**src/rtl/netIntrPkg.sv**
```systemverilog
package netIntrPkg;
  localparam int DATA_W    = 16;
  localparam int SLOT_W    = 2;
  localparam int PORT_W    = 4;
  localparam int NUM_SLOTS = 3;
  localparam int NUM_STAT  = 2;
  localparam int REG_W     = (NUM_STAT > 1) ? $clog2(NUM_STAT) : 1;
  localparam int BIT_W     = $clog2(DATA_W);
  localparam int HIGH_SLOT_OFFSET = 8;

  localparam int ADDR_CARD  = 'h20;
  localparam int ADDR_STAT0 = 'h26;
  localparam int ADDR_STAT1 = 'h28;
  localparam int ADDR_MASK  = 'h30;
  localparam int ADDR_ID    = 'h36;
  localparam int ADDR_FLASH = 'h3C;

  localparam int CARD_SLOT1_BIT  = 3;
  localparam int CARD_SLOT2_BIT  = 11;
  localparam int FLASH_SYS_BIT   = 1;
  localparam int FLASH_SLOT0_BIT = 0;

  typedef enum logic [2:0] {
    RD_NONE, RD_STAT0, RD_STAT1, RD_MASK, RD_ID, RD_CARD, RD_FLASH
  } rdSel_e;

  typedef struct packed {
    logic                              rdEn;
    rdSel_e                            rdSel;
    logic                              maskWe;
    logic [NUM_STAT-1:0][DATA_W-1:0]   setBits;
    logic [NUM_STAT-1:0][DATA_W-1:0]   clrBits;
  } ctrlStrobe_t;

  // slot to status-word table
  function automatic logic slotValid(input logic [SLOT_W-1:0] s);
    return s < SLOT_W'(NUM_SLOTS);
  endfunction

  function automatic logic [REG_W-1:0] slotReg(input logic [SLOT_W-1:0] s);
    return (s == '0) ? REG_W'(0) : REG_W'(1);
  endfunction

  function automatic logic [PORT_W-1:0] slotOffset(input logic [SLOT_W-1:0] s);
    return (s == SLOT_W'(2)) ? PORT_W'(HIGH_SLOT_OFFSET) : '0;
  endfunction
endpackage

```
**src/rtl/netIntrCtrl.sv**
```systemverilog
module netIntrCtrl
  import netIntrPkg::*;
#(
  parameter int ADDR_W = 8
) (
  input  logic              regRd,
  input  logic              regWr,
  input  logic [ADDR_W-1:0] regAddr,
  input  logic              evSetValid,
  input  logic [SLOT_W-1:0] evSetSlot,
  input  logic [PORT_W-1:0] evSetPort,
  input  logic              evClrValid,
  input  logic [SLOT_W-1:0] evClrSlot,
  input  logic [PORT_W-1:0] evClrPort,
  output ctrlStrobe_t       strobe
);
  function automatic logic [NUM_STAT-1:0][DATA_W-1:0] eventBits(
    input logic              v,
    input logic [SLOT_W-1:0] s,
    input logic [PORT_W-1:0] p
  );
    logic [NUM_STAT-1:0][DATA_W-1:0] r;
    logic [PORT_W:0]                 pos;
    r   = '0;
    pos = {1'b0, slotOffset(s)} + {1'b0, p};
    if (v && slotValid(s) && (pos < (PORT_W+1)'(DATA_W)))
      r[slotReg(s)][pos[BIT_W-1:0]] = 1'b1;
    return r;
  endfunction

  always_comb begin
    strobe         = '0;
    strobe.rdEn    = regRd;
    strobe.rdSel   = RD_NONE;
    case (regAddr)
      ADDR_W'(ADDR_STAT0): strobe.rdSel = RD_STAT0;
      ADDR_W'(ADDR_STAT1): strobe.rdSel = RD_STAT1;
      ADDR_W'(ADDR_MASK):  strobe.rdSel = RD_MASK;
      ADDR_W'(ADDR_ID):    strobe.rdSel = RD_ID;
      ADDR_W'(ADDR_CARD):  strobe.rdSel = RD_CARD;
      ADDR_W'(ADDR_FLASH): strobe.rdSel = RD_FLASH;
      default:             strobe.rdSel = RD_NONE;
    endcase
    strobe.maskWe  = regWr && (regAddr == ADDR_W'(ADDR_MASK));
    strobe.setBits = eventBits(evSetValid, evSetSlot, evSetPort);
    strobe.clrBits = eventBits(evClrValid, evClrSlot, evClrPort);
  end
endmodule

```
**src/rtl/netIntrDatapath.sv**
```systemverilog
module netIntrDatapath
  import netIntrPkg::*;
#(
  parameter logic [DATA_W-1:0] ID_VALUE = 16'h0080
) (
  input  logic                            clk,
  input  logic                            rstN,
  input  ctrlStrobe_t                     strobe,
  input  logic [DATA_W-1:0]               regWdata,
  input  logic                            slot1Present,
  input  logic                            slot2Present,
  input  logic                            sysFlashPresent,
  input  logic                            slot0FlashPresent,
  output logic [DATA_W-1:0]               regRdata,
  output logic                            regRvalid,
  output logic                            netIrq,
  output logic [NUM_STAT-1:0][DATA_W-1:0] statusQ,
  output logic [DATA_W-1:0]               maskQ
);
  logic              anyPending;
  logic [DATA_W-1:0] rdNext;
  logic [DATA_W-1:0] cardWord;
  logic [DATA_W-1:0] flashWord;

  // set has priority: it is applied after the clear
  always_ff @(posedge clk or negedge rstN) begin
    if (!rstN) begin
      statusQ <= '1;
    end else begin
      for (int g = 0; g < NUM_STAT; g++)
        statusQ[g] <= (statusQ[g] | strobe.clrBits[g]) & ~strobe.setBits[g];
    end
  end

  always_comb begin
    anyPending = 1'b0;
    for (int g = 0; g < NUM_STAT; g++)
      if (statusQ[g] != '1) anyPending = 1'b1;
  end

  always_ff @(posedge clk or negedge rstN) begin
    if (!rstN) netIrq <= 1'b0;
    else       netIrq <= anyPending;
  end

  always_ff @(posedge clk or negedge rstN) begin
    if (!rstN)              maskQ <= '0;
    else if (strobe.maskWe) maskQ <= regWdata;
  end

  always_comb begin
    cardWord  = '1;
    cardWord[CARD_SLOT1_BIT]   = ~slot1Present;
    cardWord[CARD_SLOT2_BIT]   = ~slot2Present;
    flashWord = '1;
    flashWord[FLASH_SYS_BIT]   = ~sysFlashPresent;
    flashWord[FLASH_SLOT0_BIT] = ~slot0FlashPresent;
  end

  always_comb begin
    case (strobe.rdSel)
      RD_STAT0: rdNext = statusQ[0];
      RD_STAT1: rdNext = statusQ[1];
      RD_MASK:  rdNext = maskQ;
      RD_ID:    rdNext = ID_VALUE;
      RD_CARD:  rdNext = cardWord;
      RD_FLASH: rdNext = flashWord;
      default:  rdNext = '0;
    endcase
  end

  always_ff @(posedge clk or negedge rstN) begin
    if (!rstN) begin
      regRvalid <= 1'b0;
      regRdata  <= '0;
    end else begin
      regRvalid <= strobe.rdEn;
      if (strobe.rdEn) regRdata <= rdNext;
    end
  end
endmodule

```
**src/rtl/netIntrTop.sv**
```systemverilog
module netIntrTop
  import netIntrPkg::*;
#(
  parameter int ADDR_W        = 8,
  parameter int PLATFORM_CODE = 4,
  parameter int ID_SHIFT      = 5
) (
  input  logic              clk,
  input  logic              rstN,
  input  logic              regRd,
  input  logic              regWr,
  input  logic [ADDR_W-1:0] regAddr,
  input  logic [15:0]       regWdata,
  output logic [15:0]       regRdata,
  output logic              regRvalid,
  input  logic              evSetValid,
  input  logic [1:0]        evSetSlot,
  input  logic [3:0]        evSetPort,
  input  logic              evClrValid,
  input  logic [1:0]        evClrSlot,
  input  logic [3:0]        evClrPort,
  input  logic              slot1Present,
  input  logic              slot2Present,
  input  logic              sysFlashPresent,
  input  logic              slot0FlashPresent,
  output logic              netIrq
);
  localparam logic [DATA_W-1:0] ID_VALUE = DATA_W'(PLATFORM_CODE << ID_SHIFT);

  ctrlStrobe_t                     strobe;
  logic [NUM_STAT-1:0][DATA_W-1:0] statusQ;
  logic [DATA_W-1:0]               maskQ;

  netIntrCtrl #(.ADDR_W(ADDR_W)) uCtrl (
    .regRd(regRd), .regWr(regWr), .regAddr(regAddr),
    .evSetValid(evSetValid), .evSetSlot(evSetSlot), .evSetPort(evSetPort),
    .evClrValid(evClrValid), .evClrSlot(evClrSlot), .evClrPort(evClrPort),
    .strobe(strobe)
  );

  netIntrDatapath #(.ID_VALUE(ID_VALUE)) uData (
    .clk(clk), .rstN(rstN), .strobe(strobe), .regWdata(regWdata),
    .slot1Present(slot1Present), .slot2Present(slot2Present),
    .sysFlashPresent(sysFlashPresent), .slot0FlashPresent(slot0FlashPresent),
    .regRdata(regRdata), .regRvalid(regRvalid), .netIrq(netIrq),
    .statusQ(statusQ), .maskQ(maskQ)
  );
endmodule

```
**config.mk**
```make
export PLATFORM = sky130hd
export DESIGN_NAME = netIntrTop
export DESIGN_NICKNAME = d
export VERILOG_FILES = /design/src/rtl/netIntrPkg.sv /design/src/rtl/netIntrCtrl.sv /design/src/rtl/netIntrDatapath.sv /design/src/rtl/netIntrTop.sv
export SDC_FILE = /design/constraint.sdc
export NUM_CORES = 1
export LEC_CHECK = 0
export ABC_AREA = 1
export CORE_ASPECT_RATIO = 0.7
export CORE_MARGIN = 2
export CORE_UTILIZATION = 40
export CTS_CLUSTER_DIAMETER = 60
export DETAILED_ROUTE_END_ITERATION = 6
export PLACE_DENSITY = 0.7
export SYNTH_ARGS = -nofsm -noshare
export SYNTH_HDL_FRONTEND = slang
export SYNTH_SLANG_ARGS = --single-unit
```
**constraint.sdc**
```tcl
create_clock -name clk -period 1.38 [get_ports clk]
set_input_delay 0.138 -clock clk [delete_from_list [all_inputs] [get_ports clk]]
set_output_delay 0.138 -clock clk [all_outputs]
set_load 0.01 [all_outputs]
```
---- After elaboration in Yosys (flattened, before gate mapping) ----
Index checks and enable logic that the tools add are counted.
word-level totals
  register bits after elaboration ......... 66
  input port bits ......................... 46
  word-level logic and storage cells ...... 75
operators by class
  add/sub/neg operators ................... 2
  magnitude comparators ................... 12
  equality and inequality tests ........... 16
  multiplexer cells ....................... 18
  bitwise operators ....................... 10
  reduce and logical (&&, ||, !) cells .... 11
operator list
  operator                number
  $pmux W16 S6            1
  $mux W32                2
  $eq A8 B6 Y1 const B    6
  $and A16 B16 Y16        2
  $demux W16 S1           2
  $mux W16                2
  $ne A16 B16 Y1 const B  2
  $not A16 Y16            2
  $or A16 B16 Y16         2
  $pmux W3 S6             1
  $add A4 B4 Y5           2
  $lt A4 B5 Y1 const B    2
  $lt A5 B5 Y1 const B    2
  $eq A3 B3 Y1 const B    3
  $logic_and A1 B1 Y1     9
  $demux W1 S4            2
  $ge A4 B1 Y1 const B    2
  $mux W4                 2
  $eq A3 B2 Y1 const B    2
  $mux W1                 6
  $eq A2 B2 Y1 const B    2
  $logic_not A2 Y1        2
  $lt A1 B2 Y1 const B    2
  $lt A2 B2 Y1 const B    2
  other kinds (3)         7

---- Longest topological paths before layout ----
Gate-level depths: netlist of the first run.
  depth in word-level cells ............... 12
  depth in mapped cells ................... 11
  mapped depth without buffers ............ 10

---- Modules after synthesis ----
Synthesis of the first run repeated with hierarchy kept, for this count alone.
second synthesis, totals
  cells, all modules ...................... 537
  area, all modules ....................... 3853.7 µm²
by module, submodules not included
  module           times used  cells an instance  area each (µm²)
  netIntrDatapath  1           356                3081.7
  netIntrCtrl      1           181                772.0

---- Worst setup path before layout of the first run ----
OpenSTA, ideal clock, no wires.
  kind .................................... input-to-reg
  from .................................... in evSetSlot[1]
  to ...................................... reg uData.statusQ[14] in the netlist's numbering
  library setup time ...................... 0.082 ns
  arrival time ............................ 1.084 ns
  required time ........................... 1.298 ns
  slack ................................... 0.214 ns
  stages .................................. 7
  cells stage by stage .................... inv_1 -> nor2_1 -> ha_1 -> nand3b_1 -> nor3_4 -> buf_6 -> a21oi_1
on the way
  longest elaborated chain between the ends .. 12
ends and longest elaborated chain
  item                                                                       RTL line               source
  from (decl)                                                                netIntrTop.sv:17       input logic [1:0] evSetSlot,
  $eq A2 B2 Y1                                                               netIntrPkg.sv:45       return (s == SLOT_W'(2)) ? PORT_W'(HIGH_SLOT_OFFSET) : '0;
  $mux W4                                                                    netIntrPkg.sv:45
  $add A4 B4 Y5                                                              netIntrCtrl.sv:25      pos = {1'b0, slotOffset(s)} + {1'b0, p};
  $lt A4 B5 Y1 (not written as such) / $ge A4 B1 Y1 (equally long branches)  netIntrCtrl.sv:27      r[slotReg(s)][pos[BIT_W-1:0]] = 1'b1;
  $logic_and A1 B1 Y1 (not written as such)                                  netIntrCtrl.sv:27
  $mux W1 (not written as such)                                              netIntrCtrl.sv:27
  $demux W1 S4                                                               --
  $mux W16 (not written as such)                                             netIntrCtrl.sv:27
  $demux W16 S1                                                              --
  $mux W32 (*)                                                               netIntrCtrl.sv:26      if (v && slotValid(s) && (pos < (PORT_W+1)'(DATA_W)))
  $not A16 Y16 (*)                                                           netIntrDatapath.sv:31  statusQ[g] <= (statusQ[g] | strobe.clrBits[g]) & ~strobe.setBits[g];
  $and A16 B16 Y16 (*)                                                       netIntrDatapath.sv:31
  to (signal, indexed assignment)                                            netIntrDatapath.sv:31
  to (decl)                                                                  netIntrDatapath.sv:17  output logic [NUM_STAT-1:0][DATA_W-1:0] statusQ,
Mark *: on every way between the ends. The rest lies on a longest branch, timed or not.
A chain may end at the register's enable or synchronous reset.

---- Worst setup path in the final report of the first run ----
  from .................................... reg uData.statusQ[27] in the netlist's numbering
  to ...................................... reg uData.netIrq
on the way
  longest elaborated chain between the ends .. 2
ends and longest elaborated chain
  item                  RTL line               source
  $ne A16 B16 Y1        netIntrDatapath.sv:38  if (statusQ[g] != '1) anyPending = 1'b1;
  $mux W1               netIntrDatapath.sv:38
  net uData.anyPending  netIntrDatapath.sv:20  logic anyPending;
  to (signal assigned)  netIntrDatapath.sv:43  else netIrq <= anyPending;
  to (decl)             netIntrDatapath.sv:16  output logic netIrq,
The timed path passes the listed nets, and every way through them passes these cells.

==> results of run 1 <==
==> sequential cells by signal (all words and copies together) (netlist names) <==
name and count:
uData.statusQ 32, uData.netIrq 1, uData.regRdata 16, uData.regRvalid 1, uData.maskQ 16
==> tightest hold or removal path: cells and delay by family <==
kind,cells,cell delay (ns)
buffers and inverters,2,0.45
AO/OA/AOI/OAI,1,0.06
==> power by group through the flow <==
stage / Sequential (mW) / Combinational [mW] / Clock [mW]
after floorplan: 2.54 / 0.453 / 0
after global placement: 2.64 / 0.785 / 0
after detailed placement: 2.64 / 0.812 / 0
after CTS: 2.61 / 0.818 / 2.21
after global routing: 2.65 / 0.928 / 2.28
final: 2.63 / 0.836 / 2.18
==> worst paths after layout <==
| check | end | slack, ns | cells past startpoint |
|---|---|---|---|
| hold / removal | uData.maskQ[11] | 0.36 | 3 |
| max in group asynchronous | uData.statusQ[25] | 0.67 | 3 |
| hold reg to reg | uData.regRdata[11] | 0.48 | 2 |
| min in group asynchronous | uData.netIrq | 0.37 | 3 |
| setup reg to reg | uData.netIrq | 0.01 | 3 |
| setup / recovery | uData.netIrq | 0.01 | 3 |
==> placed cells by master (no fill, tap or decap), types with 2 or more instances in the layout <==
cell,n
nand3b_1,3
clkinvlp_4,2
o21bai_1,2
a21oi_1,67
nor2_4,2
clkbuf_8,3
nand2_1,108
o21ai_1,3
buf_12,10
inv_1,35
dfrtp_1,34
nor2_1,72
a21oi_2,10
clkinv_2,2
inv_2,17
buf_4,12
nand4_1,8
clkbuf_16,10
nand3_1,38
nor4_2,2
dfstp_2,32
nor2_8,3
dlymetal6s2s_1,16
nand2_4,3
nor2_2,9
clkdlybuf4s50_1,42
clkinv_1,2
nand2_2,8
dlygate4sd2_1,4
nor3_4,2
==> through the flow <==
step | std cells | util
3_3_place_gp | 673 | 0.514
3_5_place_dp | 673 | 0.514
6_report | 691 | 0.560
2_1_floorplan | 480 | -
4_1_cts | 690 | 0.547
5_1_grt | 691 | 0.560
==> timing repair <==
item / CTS / global route
resized for setup: 4 / 31
cloned: 0 / 1
pin swaps: 0 / 3
endpoints found under the hold margin: 34 / 0
endpoints found under the setup margin: 4 / 35
hold buffers: 1 / 0
setup buffers: 0 / 0
==> area by class of cell <==
cell class / count / area [sq um] / area share
Multi-Input combinational cell: 344 / 1730 / 0.342
Clock inverter: 4 / 25.0 / 0.00495
Clock buffer: 12 / 267 / 0.0527
Sequential cell: 66 / 1690 / 0.335
Tap cell: 124 / 155 / 0.0307
Timing Repair Buffer: 87 / 986 / 0.195
Inverter: 54 / 203 / 0.0401
==> logic make-up (layout without fill, tap and decap cells) <==
| family | Yosys count | count (layout) | share of synthesized area |
|---|---|---|---|
| buffers and inverters | 70 | 157 | 0.0877 |
| flip-flops | 66 | 66 | 0.458 |
| AO/OA/AOI/OAI | 82 | 82 | 0.123 |
| adder cells (fa/ha/maj) | 2 | 2 | 0.00677 |
| AND/OR/NAND/NOR | 260 | 260 | 0.326 |
==> cell usage after synthesis <==
| cell | number | area share |
|---|---|---|
| clkbuf_1 | 2 | 0.0020 |
| nor4_1 | 2 | 0.0034 |
| clkinv_1 | 2 | 0.0020 |
| nor2_1 | 79 | 0.080 |
| nand2_1 | 110 | 0.11 |
| a21oi_2 | 10 | 0.024 |
| dfstp_2 | 32 | 0.23 |
| nand3_2 | 1 | 0.0027 |
| nand3b_1 | 3 | 0.0061 |
| nor3_4 | 2 | 0.0088 |
| buf_6 | 5 | 0.015 |
| nor2_4 | 2 | 0.0061 |
| a21oi_1 | 67 | 0.091 |
| nand2_4 | 1 | 0.0030 |
| nor2_2 | 2 | 0.0034 |
| buf_2 | 4 | 0.0054 |
| nand3b_4 | 1 | 0.0054 |
| inv_1 | 36 | 0.037 |
| buf_4 | 5 | 0.010 |
| o21ai_1 | 3 | 0.0041 |
| dfrtp_1 | 34 | 0.23 |
| inv_2 | 16 | 0.016 |
| nand2_2 | 8 | 0.014 |
| nand3_1 | 38 | 0.051 |
| ha_1 | 2 | 0.0068 |
| nor2_8 | 3 | 0.016 |
| nand4_1 | 8 | 0.014 |
| o21bai_1 | 2 | 0.0041 |
==> layer usage <==
layer | vias to the layer above | global-route usage
li1 | 1696 | -
met1 | 1668 | 0.284
met2 | 177 | 0.328
met3 | 24 | 0.0700
met4 | 0 | 0.0541
met5 | - | 0
==> impl_metrics.sql, run 1 <==
INSERT INTO impl_metrics (metric_group, metric, value, unit) VALUES
('run_status', 'outcome', 'finished, final reports clean', ''),
('power', 'p_sw', '1.55', 'mW'),
('power', 'cellInternalPower', '4.10', 'mW'),
('route', 'dr_total_vias', '3565', ''),
('die', 'die_w', '119', 'um'),
('sta', 'setup_total_negative_slack', '0', 'ns'),
('setup_path', 'crit_fanout', '3', ''),
('sta', 'final_worst_path_setup_slack', '0.0138', 'ns'),
('route', 'vias_per_cell', '5.16', ''),
('synthesis', 'seq_area_frac_synth', '0.458', ''),
('setup_path', 'critPathArrivalTime', '1.55', 'ns'),
('sta', 'tightestPinTransition', '0.377', 'ns'),
('synthesis', 'syn-cell-area', '3700', 'sq um'),
('power', 'clockPowerShare', '0.386', ''),
('route', 'detailroute.wirelength.met3', '936', 'um'),
('job', 'max_capacitance_violation_total', '0', ''),
('route', 'wl_met2', '4.66', 'mm'),
('clock_tree', 'clock_insertion_delay_worst_skew', '0.33', 'ns'),
('global_routing', 'number_of_antenna_violations_at_the_first_check_in_global_routing', '0', ''),
('route', 'drt_first_pass_iters', '5', ''),
('die', 'die_area', '10000', 'sq um'),
('sta', 'finClkSkew', '0.00460', 'ns'),
('setup_path', 'critPathRequiredTime', '1.57', 'ns'),
('place', 'placement.setup.worst_slack', '-0.259', 'ns'),
('route', 'drcViolationCount', '0', ''),
('setup_path', 'worstReg2RegStart', 'uData.statusQ[27]', ''),
('setup_path', 'worstSetupStartpointType', 'flip-flop', ''),
('layout', 'finish.net_count', '610', ''),
('setup_path', 'cp-end-kind', 'flip-flop', ''),
('setup_path', 'path_delay_family', 'simple AND/OR/NAND/NOR gates', ''),
('layout', 'layout.filler_cells', '833', ''),
('global_routing', 'first_global_vias', '3532', ''),
('route', 'detail_route.wl_per_cell', '14.9', 'um'),
('setup_path', 'crit_type', 'flip-flop to flip-flop', ''),
('sta', 'setup_viol', '0', ''),
('synthesis', 'netlist_instances', '480', ''),
('synthesis', 'synth.ff_latch_count', '66', ''),
('die', 'floorplan.rows', '29', ''),
('synthesis', 'library_cells_used_by_synthesis', '28', ''),
('synthesis', 'synth.yosys.warnings', '0', ''),
('sta', 'finalWorstPathRequiredPeriod', '1.37', 'ns'),
('synthesis', 'synthesis.area_per_instance', '7.70', 'sq um'),
('power', 'power_frac_seq', '0.466', ''),
('sta', 'hold-worst-slack', '0.362', 'ns'),
('die', 'initial_core_util', '0.409', ''),
('clock_tree', 'clock_tree_from_tritoncts', 'yes', ''),
('power', 'irDropWorstVdd', '0.000676', 'V'),
('min_path', 'worstHoldStart', 'regWdata[11]', ''),
('route', 'route.top_layer_used', 'met4', ''),
('layout', 'fin_area', '5060', 'sq um'),
('clock_tree', 'cts_buf_count', '9', ''),
('sta', 'final_min_period_over_clock_period', '0.990', ''),
('sta', 'hold_viol', '0', ''),
('setup_path', 'worstSetupStartpoint', 'uData.statusQ[27]', ''),
('place', 'port-buffer-count', '63', ''),
('global_routing', 'groute.usage.overall', '0.211', ''),
('clock_tree', 'cts_max_path_buffers', '2', ''),
('place', 'placedInstanceArea', '4650', 'sq um'),
('route', 'postRouteAntennaNets', '0', ''),
('sta', 'final_max_slew_viol_count', '0', ''),
('layout', 'diodes', '0', ''),
('global_routing', 'grt_overflow', '0', ''),
('power', 'p_per_area', '1120', 'nW/um^2'),
('clock_tree', 'clock_sinks', '66', ''),
('power', 'total_power', '5.65', 'mW'),
('global_routing', 'pin_count_of_the_biggest_net_entering_global_routing', '67', ''),
('synthesis', 'synth_nets', '528', ''),
('layout', 'area.growth.synth_to_final', '36.8', '%'),
('die', 'fp.dieH', '84.4', 'um'),
('power', 'comb_power_share', '0.148', ''),
('global_routing', 'grt_pass1_wl', '16.8', 'mm');
Note: power is estimated with default switching activity, not from simulation.
==> run 2, diff against run 1 <==
--- a/config.mk
+++ b/config.mk
@@ -11,6 +11,7 @@
 export CORE_UTILIZATION = 40
 export CTS_CLUSTER_DIAMETER = 60
 export DETAILED_ROUTE_END_ITERATION = 6
+export GPL_ROUTABILITY_DRIVEN = 0
 export PLACE_DENSITY = 0.7
 export SYNTH_ARGS = -nofsm -noshare
 export SYNTH_HDL_FRONTEND = slang
==> run 2 against run 1 <==
  * Sequential power hardly changed
  * Worst hold slack worse by 0.0096 ns
  * Sequential cell count stayed put
  * Clock-buffer cell count stayed put
  * Routed wire length is 0.25% higher
  * Clock skew is 0.00050 ns higher
  * Global-route usage is 0.22 points lower
  * Via count stayed put
  * Critical path depth is 2 lower
  * Cell area is 1.7% higher
  * Total power is 5.9% higher
==> impl_metrics.sql, run 2 (synthesis results as in run 1) <==
INSERT INTO impl_metrics (metric_group, metric, value, unit) VALUES
('clock_tree', 'cts_htree_levels', '3', ''),
('power', 'cellInternalPower', '4.44', 'mW'),
('global_routing', 'grt_pass1_wl', '16.8', 'mm'),
('sta', 'final_max_slew_viol_count', '0', ''),
('run_status', 'outcome', 'finished, final reports clean', ''),
('setup_path', 'critical_path.n_buffers_inverters', '1', ''),
('setup_path', 'worstPathCellList', 'clkdlybuf4s50_1', ''),
('clock_tree', 'clock_insertion_delay_worst_skew', '0.33', 'ns'),
('layout', 'area.growth.synth_to_final', '39.1', '%'),
('power', 'p_per_area', '1160', 'nW/um^2'),
('sta', 'final_min_period_over_clock_period', '0.985', ''),
('power', 'total_power', '5.98', 'mW'),
('setup_path', 'worstSetupStartpointType', 'flip-flop', ''),
('layout', 'leading_cell_type_in_the_layout_fill_and_taps_excluded', 'nand2_1', ''),
('route', 'dr_total_vias', '3565', ''),
('route', 'vias_per_cell', '5.14', ''),
('layout', 'top_regs', 'uData.statusQ x32, uData.maskQ x16, uData.regRdata x16', ''),
('min_path', 'timing.hold.worst.class', 'input pin to asynchronous set/reset pin', ''),
('power', 'power.static_leakage', '2.70', 'nW'),
('setup_path', 'cp_slowest_cell', 'clkdlybuf4s50_1', ''),
('global_routing', 'grt_overflow', '0', ''),
('die', 'die_w', '119', 'um'),
('route', 'postRouteAntennaNets', '0', ''),
('die', 'floorplan.rows', '29', ''),
('sta', 'worst_slew_margin_rel', '0.754', ''),
('setup_path', 'timing.critical_path.slowest_cell_delay', '0.54', 'ns'),
('sta', 'finClkSkew', '0.00510', 'ns'),
('power', 'irDropWorstVdd', '0.000662', 'V'),
('place', 'port-buffer-count', '63', ''),
('setup_path', 'path_delay_family', 'buffers and inverters', ''),
('sta', 'setup_viol', '0', ''),
('layout', 'layout-drive-gt1-share', '0.234', ''),
('die', 'die_area', '10000', 'sq um'),
('global_routing', 'number_of_antenna_violations_at_the_first_check_in_global_routing', '0', ''),
('clock_tree', 'clock_sinks', '66', ''),
('sta', 'tightestPinTransition', '0.369', 'ns'),
('die', 'fp.dieH', '84.4', 'um'),
('route', 'drt_first_pass_iters', '5', ''),
('sta', 'max_freq', '736', 'MHz'),
('route', 'routed_wirelength', '10.3', 'mm'),
('power', 'comb_power_share', '0.143', ''),
('setup_path', 'crit_type', 'flip-flop to output port', ''),
('route', 'detail_route.wl_per_cell', '14.9', 'um'),
('layout', 'largest-register', 'uData.statusQ', ''),
('die', 'initial_core_util', '0.409', ''),
('setup_path', 'critPathArrivalTime', '1.22', 'ns'),
('clock_tree', 'cts_max_path_buffers', '2', ''),
('setup_path', 'critPathRequiredTime', '1.24', 'ns'),
('place', 'placedInstanceArea', '4650', 'sq um'),
('power', 'switching_share', '0.258', ''),
('setup_path', 'crit_fanout', '2', ''),
('global_routing', 'groute.usage.overall', '0.208', ''),
('power', 'clockPowerShare', '0.418', ''),
('power', 'p_sw', '1.54', 'mW'),
('route', 'drt-initial-drc-count', '310', ''),
('layout', 'largest_register_ffs', '32', ''),
('layout', 'diodes', '0', ''),
('route', 'drcViolationCount', '0', ''),
('clock_tree', 'clock_tree_from_tritoncts', 'yes', ''),
('die', 'core', '9030', 'sq um'),
('sta', 'hold_viol', '0', ''),
('setup_path', 'cp-end-kind', 'output port', ''),
('global_routing', 'first_global_vias', '3502', ''),
('clock_tree', 'clock_transition_at_the_registers_of_the_reported_paths', '0.05', 'ns'),
('die', 'boundaryPins', '64', ''),
('layout', 'finish.net_count', '612', ''),
('job', 'max_capacitance_violation_total', '0', ''),
('place', 'place.detailed.hpwl', '7.12', 'mm'),
('layout', 'final_cell_mix', 'nand2_1, nor2_1, a21oi_1', ''),
('global_routing', 'pin_count_of_the_biggest_net_entering_global_routing', '67', ''),
('power', 'power_frac_seq', '0.439', ''),
('sta', 'finalWorstPathRequiredPeriod', '1.36', 'ns'),
('layout', 'fin_area', '5140', 'sq um'),
('clock_tree', 'clk_root_buffer_cell', 'clkbuf_16', ''),
('clock_tree', 'cts_buf_count', '9', '');
-- run 2: changes by cell type in the layout (fill, tap and decap cells not counted), sizes merged --
| cell | change |
|---|---|
| bufinv | +2 |
| clkbuf | +1 |
| clkdlybuf4s50 | +3 |
| buf | +1 |
| clkinvlp | -2 |
| dlymetal6s2s | -3 |
-- run 2: cell type report --
| cell class | count | area [sq um] |
|---|---|---|
| well taps | 124 | 155 |
| flip-flops and latches | 66 | 1690 |
| fillers | 793 | 3890 |
| multi-input cells | 344 | 1740 |
| clock inverters | 4 | 73.8 |
| clock buffers | 12 | 256 |
| inverters | 54 | 203 |
| repair buffers | 89 | 1020 |
-- run 2: metrics by stage --
stage          instances   util  setup slack, ns  hold WS, ns  TNS, ns
2_1_floorplan        480      -            0.214       -0.158        0
3_3_place_gp         672  0.515           -0.212        0.189   -10.46
3_5_place_dp         672  0.515           -0.321        0.189   -12.58
4_1_cts              689  0.552          0.00253        0.380        0
5_1_grt              693  0.569          -0.0905        0.391  -0.0905
6_report             693  0.569           0.0206        0.353        0
-- run 2: path summary, 6_finish.rpt --
check	startpoint	end	slack, ns	cells past startpoint
min in group clk	regWdata[7]	uData.maskQ[7]	0.38	3
worst min register to register	uData.regRdata[3]	uData.regRdata[3]	0.47	2
max in group asynchronous	rstN	uData.statusQ[5]	0.68	3
worst max register to register	uData.statusQ[26]	uData.netIrq	0.04	3
worst min-delay path	rstN	uData.netIrq	0.35	3
worst max-delay path	uData.regRdata[14]	regRdata[14]	0.02	1
-- run 2: power by group through the flow --
stage / Combinational (mW) / Sequential (mW) / Clock (mW)
global route: 0.946 / 2.65 / 2.63
detailed placement: 0.810 / 2.63 / 0
floorplan: 0.453 / 2.54 / 0
finish: 0.856 / 2.63 / 2.50
global placement: 0.783 / 2.63 / 0
CTS: 0.815 / 2.61 / 2.52
-- run 2: what timing repair did --
action,CTS,global route
setup endpoints to repair,4,29
hold endpoints to repair,34,0
gates resized for setup,4,31
cloned,0,2
setup buffers,0,2
hold buffers,1,0
pin swaps,0,3
-- run 2: per-layer routing --
layer | wire length [um] | track usage
met5 | 0 | 0
met4 | 127 | 0.0476
met3 | 831 | 0.0577
met2 | 4650 | 0.316
met1 | 4740 | 0.298
-- run 2: tightest hold or removal path, cell delays in order --
cell and delay, ns:
dlygate4sd3_1 0.52, buf_2 0.13, buf_12 0.29
==> run 3, diff against run 2 <==
--- a/config.mk
+++ b/config.mk
@@ -7,7 +7,6 @@
 export LEC_CHECK = 0
 export ABC_AREA = 1
 export CORE_ASPECT_RATIO = 0.7
-export CORE_MARGIN = 2
 export CORE_UTILIZATION = 40
 export CTS_CLUSTER_DIAMETER = 60
 export DETAILED_ROUTE_END_ITERATION = 6
@@ -15,4 +14,5 @@
 export PLACE_DENSITY = 0.7
 export SYNTH_ARGS = -nofsm -noshare
 export SYNTH_HDL_FRONTEND = slang
+export SYNTH_HIERARCHICAL = 1
 export SYNTH_SLANG_ARGS = --single-unit
==> run 3 against run 2 <==
  * Total power grew 7.1%
  * First-iteration DRC count up 1.9%
  * Synthesized area grew 4.2%
  * Setup slack improved by 0.023 ns
  * Register-to-register slack better by 0.26 ns
  * Synthesized cell count increased by 12%
  * Clock skew barely moved
  * Worst hold slack got worse by 0.0028 ns
  * Global-route usage rose by 2.2 points
  * Sequential power up 3%
  * Critical endpoint is now netIrq
==> impl_metrics.sql, run 3 <==
INSERT INTO impl_metrics (metric_group, metric, value, unit) VALUES
('clock_tree', 'clock_sinks', '66', ''),
('layout', 'finish.net_count', '671', ''),
('sta', 'final_min_period_over_clock_period', '0.968', ''),
('synthesis', 'synth_nets', '585', ''),
('run_status', 'outcome', 'finished, final reports clean', ''),
('layout', 'layout-drive-gt1-share', '0.248', ''),
('power', 'p_per_area', '1180', 'nW/um^2'),
('layout', 'largest-register', 'uData/statusQ', ''),
('die', 'initial_core_util', '0.418', ''),
('layout', 'layout.filler_cells', '846', ''),
('sta', 'final_max_slew_viol_count', '0', ''),
('setup_path', 'critical_path.n_buffers_inverters', '1', ''),
('sta', 'finalWorstPathRequiredPeriod', '1.34', 'ns'),
('power', 'total_power', '6.40', 'mW'),
('setup_path', 'worstSetupStartpointType', 'flip-flop', ''),
('place', 'port-buffer-count', '63', ''),
('place', 'placedInstanceArea', '4740', 'sq um'),
('route', 'drt_first_pass_iters', '5', ''),
('sta', 'final_worst_path_setup_slack', '0.0435', 'ns'),
('die', 'fp.dieH', '84.1', 'um'),
('route', 'dr_total_vias', '3795', ''),
('synthesis', 'netlist_instances', '537', ''),
('layout', 'top_regs', 'uData/statusQ x32, uData/maskQ x16, uData/regRdata x16', ''),
('layout', 'fin_area', '5450', 'sq um'),
('route', 'vias_per_cell', '5.05', ''),
('setup_path', 'timing.critical_path.slowest_cell_delay', '0.53', 'ns'),
('global_routing', 'grt_pass1_wl', '17.9', 'mm'),
('route', 'drt-initial-drc-count', '316', ''),
('synthesis', 'synth.cells.most_frequent', 'nor2_1, nand2_1, inv_1, dfrtp_1, dfstp_2', ''),
('synthesis', 'synth.ff_latch_count', '66', ''),
('global_routing', 'groute.usage.overall', '0.230', ''),
('setup_path', 'path_delay_family', 'buffers and inverters', ''),
('synthesis', 'post_synth_arst_share', '1.00', ''),
('synthesis', 'synth_flop_cell', 'dfrtp_1', ''),
('synthesis', 'seq_area_frac_synth', '0.439', ''),
('layout', 'final_cell_mix', 'nor2_1, nand2_1, inv_1', ''),
('clock_tree', 'cts_buf_count', '9', ''),
('sta', 'hold_viol', '0', ''),
('route', 'routed_wirelength', '11.0', 'mm'),
('synthesis', 'synth.yosys.warnings', '6', ''),
('route', 'detail_route.wl_per_cell', '14.7', 'um'),
('setup_path', 'worstPathCellList', 'clkdlybuf4s50_1', ''),
('clock_tree', 'clock_insertion_delay_worst_skew', '0.34', 'ns'),
('layout', 'diodes', '0', ''),
('clock_tree', 'clk_root_buffer_cell', 'clkbuf_16', ''),
('setup_path', 'crit_type', 'flip-flop to output port', ''),
('place', 'place.detailed.hpwl', '7.69', 'mm'),
('job', 'max_capacitance_violation_total', '0', ''),
('die', 'boundaryPins', '64', ''),
('die', 'die_area', '10000', 'sq um'),
('setup_path', 'cp_slowest_cell', 'clkdlybuf4s50_1', ''),
('setup_path', 'critPathRequiredTime', '1.24', 'ns'),
('synthesis', 'library_cells_used_by_synthesis', '24', ''),
('setup_path', 'worst_r2r_path_depth', '6', ''),
('setup_path', 'crit_fanout', '1', ''),
('place', 'placement.setup.worst_slack', '-0.637', 'ns'),
('setup_path', 'cp-end-kind', 'output port', ''),
('setup_path', 'path_depth', '1', ''),
('layout', 'finalNonFillerCells', '752', ''),
('sta', 'finClkSkew', '0.00537', 'ns'),
('synthesis', 'syn-cell-area', '3850', 'sq um'),
('power', 'irDropWorstVdd', '0.000683', 'V'),
('setup_path', 'critPathArrivalTime', '1.20', 'ns'),
('synthesis', 'netlist_top_cells_area', 'dfrtp_1, dfstp_2, nor2_1, nand2_1, inv_1', ''),
('route', 'postRouteAntennaNets', '0', ''),
('synthesis', 'synth_enable_flop_cells', '0', ''),
('die', 'die_w', '119', 'um'),
('setup_path', 'setup.reg_to_reg.worst_slack', '0.30', 'ns'),
('global_routing', 'pin_count_of_the_biggest_net_entering_global_routing', '67', ''),
('min_path', 'timing.hold.worst.class', 'input pin to asynchronous set/reset pin', ''),
('sta', 'hold-worst-slack', '0.350', 'ns'),
('layout', 'largest_register_ffs', '32', ''),
('clock_tree', 'cts_max_path_buffers', '2', ''),
('synthesis', 'synth_top_cell_area_share', '0.221', ''),
('global_routing', 'number_of_antenna_violations_at_the_first_check_in_global_routing', '0', ''),
('global_routing', 'first_global_vias', '3648', ''),
('sta', 'tightestPinTransition', '0.457', 'ns'),
('clock_tree', 'clock_transition_at_the_registers_of_the_reported_paths', '0.06', 'ns'),
('sta', 'max_freq', '748', 'MHz'),
('route', 'drcViolationCount', '0', ''),
('synthesis', 'synthesis.area_per_instance', '7.18', 'sq um'),
('power', 'power.static_leakage', '2.77', 'nW'),
('synthesis', 'synth_largest_area_cell', 'dfrtp_1', ''),
('synthesis', 'post-synth-top-count-cell', 'nor2_1', ''),
('layout', 'leading_cell_type_in_the_layout_fill_and_taps_excluded', 'nor2_1', ''),
('global_routing', 'grt_overflow', '0', ''),
('clock_tree', 'clock_tree_from_tritoncts', 'yes', ''),
('clock_tree', 'cts_htree_levels', '3', ''),
('place', 'placed_cells_incl_taps', '730', ''),
('die', 'floorplan.rows', '29', ''),
('sta', 'rsz_0062_raised_after_global_routing', 'no', ''),
('layout', 'area.growth.synth_to_final', '41.3', '%'),
('die', 'core', '9220', 'sq um'),
('sta', 'setup_viol', '0', ''),
('sta', 'worst_slew_margin_rel', '0.695', '');
## run 3: cell count changes in the layout (fill, tap and decap cells not counted), moves of 7 or more
cell / delta
clkdlybuf4s50_1: -9
clkbuf_2: +8
mux2_2: +9
inv_2: -11
nand3_4: +7
nand2_1: +7
nand3_1: -20
nor2_1: +108
nand4_1: +10
a21oi_2: -11
a21oi_1: -65
o21ai_0: +7
## run 3: area by class of cell
class	instances	area [sq um]	area share
sequential	66	1690	0.311
timing repair buffer	90	937	0.172
inverter	46	204	0.0375
clock inverter	6	136	0.0250
clock buffer	10	239	0.0439
tap	124	155	0.0285
multi-input combinational	410	2080	0.382
## run 3: power breakdown
part           switching (mW)  internal, mW
registers               0.297          2.41
clock network           0.864          2.00
logic                   0.478         0.357
## run 3: logic make-up after synthesis
group | synth area share
buf+inv | 0.0860
fa+ha+maj | 0.00649
flops | 0.439
simple gates | 0.420
compound gates | 0.0221
mux | 0.0263
## run 3: worst register-to-register path: cells and delay by family, from the launching register on
family                 cells  cell delay [ns]
flip-flops                 1             0.57
AND/OR/NAND/NOR            5             0.37
buffers and inverters      1             0.09
## run 3: final timing paths
kind                                         from           endpoint
worst max register to register  uData/statusQ[18]  uData/regRdata[2]
worst min register to register  uData/regRdata[1]  uData/regRdata[1]
max in group asynchronous                    rstN   uData/statusQ[4]
worst max-delay path                 uData/netIrq             netIrq
worst min-delay path                         rstN  uData/regRdata[2]
min in group clk                      regWdata[7]     uData/maskQ[7]
## run 3: what timing repair did
item                                   CTS  global route
setup endpoints to repair               49            65
hold buffers                             1             0
resized for setup                       64            53
setup buffers                            1             1
endpoints found under the hold margin   34             0
pin swaps                               24            19
cloned                                   3             0
## run 3: metal layers
layer,global-route usage,wire length (um)
met1,0.325,5270
met2,0.349,4900
met3,0.0601,741
met4,0.0648,130
met5,0,0
## run 3: metrics by stage
step	utilization	TNS [ns]
6_report	0.591	0
4_1_cts	0.579	0
3_3_place_gp	0.514	-22.86
3_5_place_dp	0.514	-26.21
5_1_grt	0.591	0
2_1_floorplan	-	0
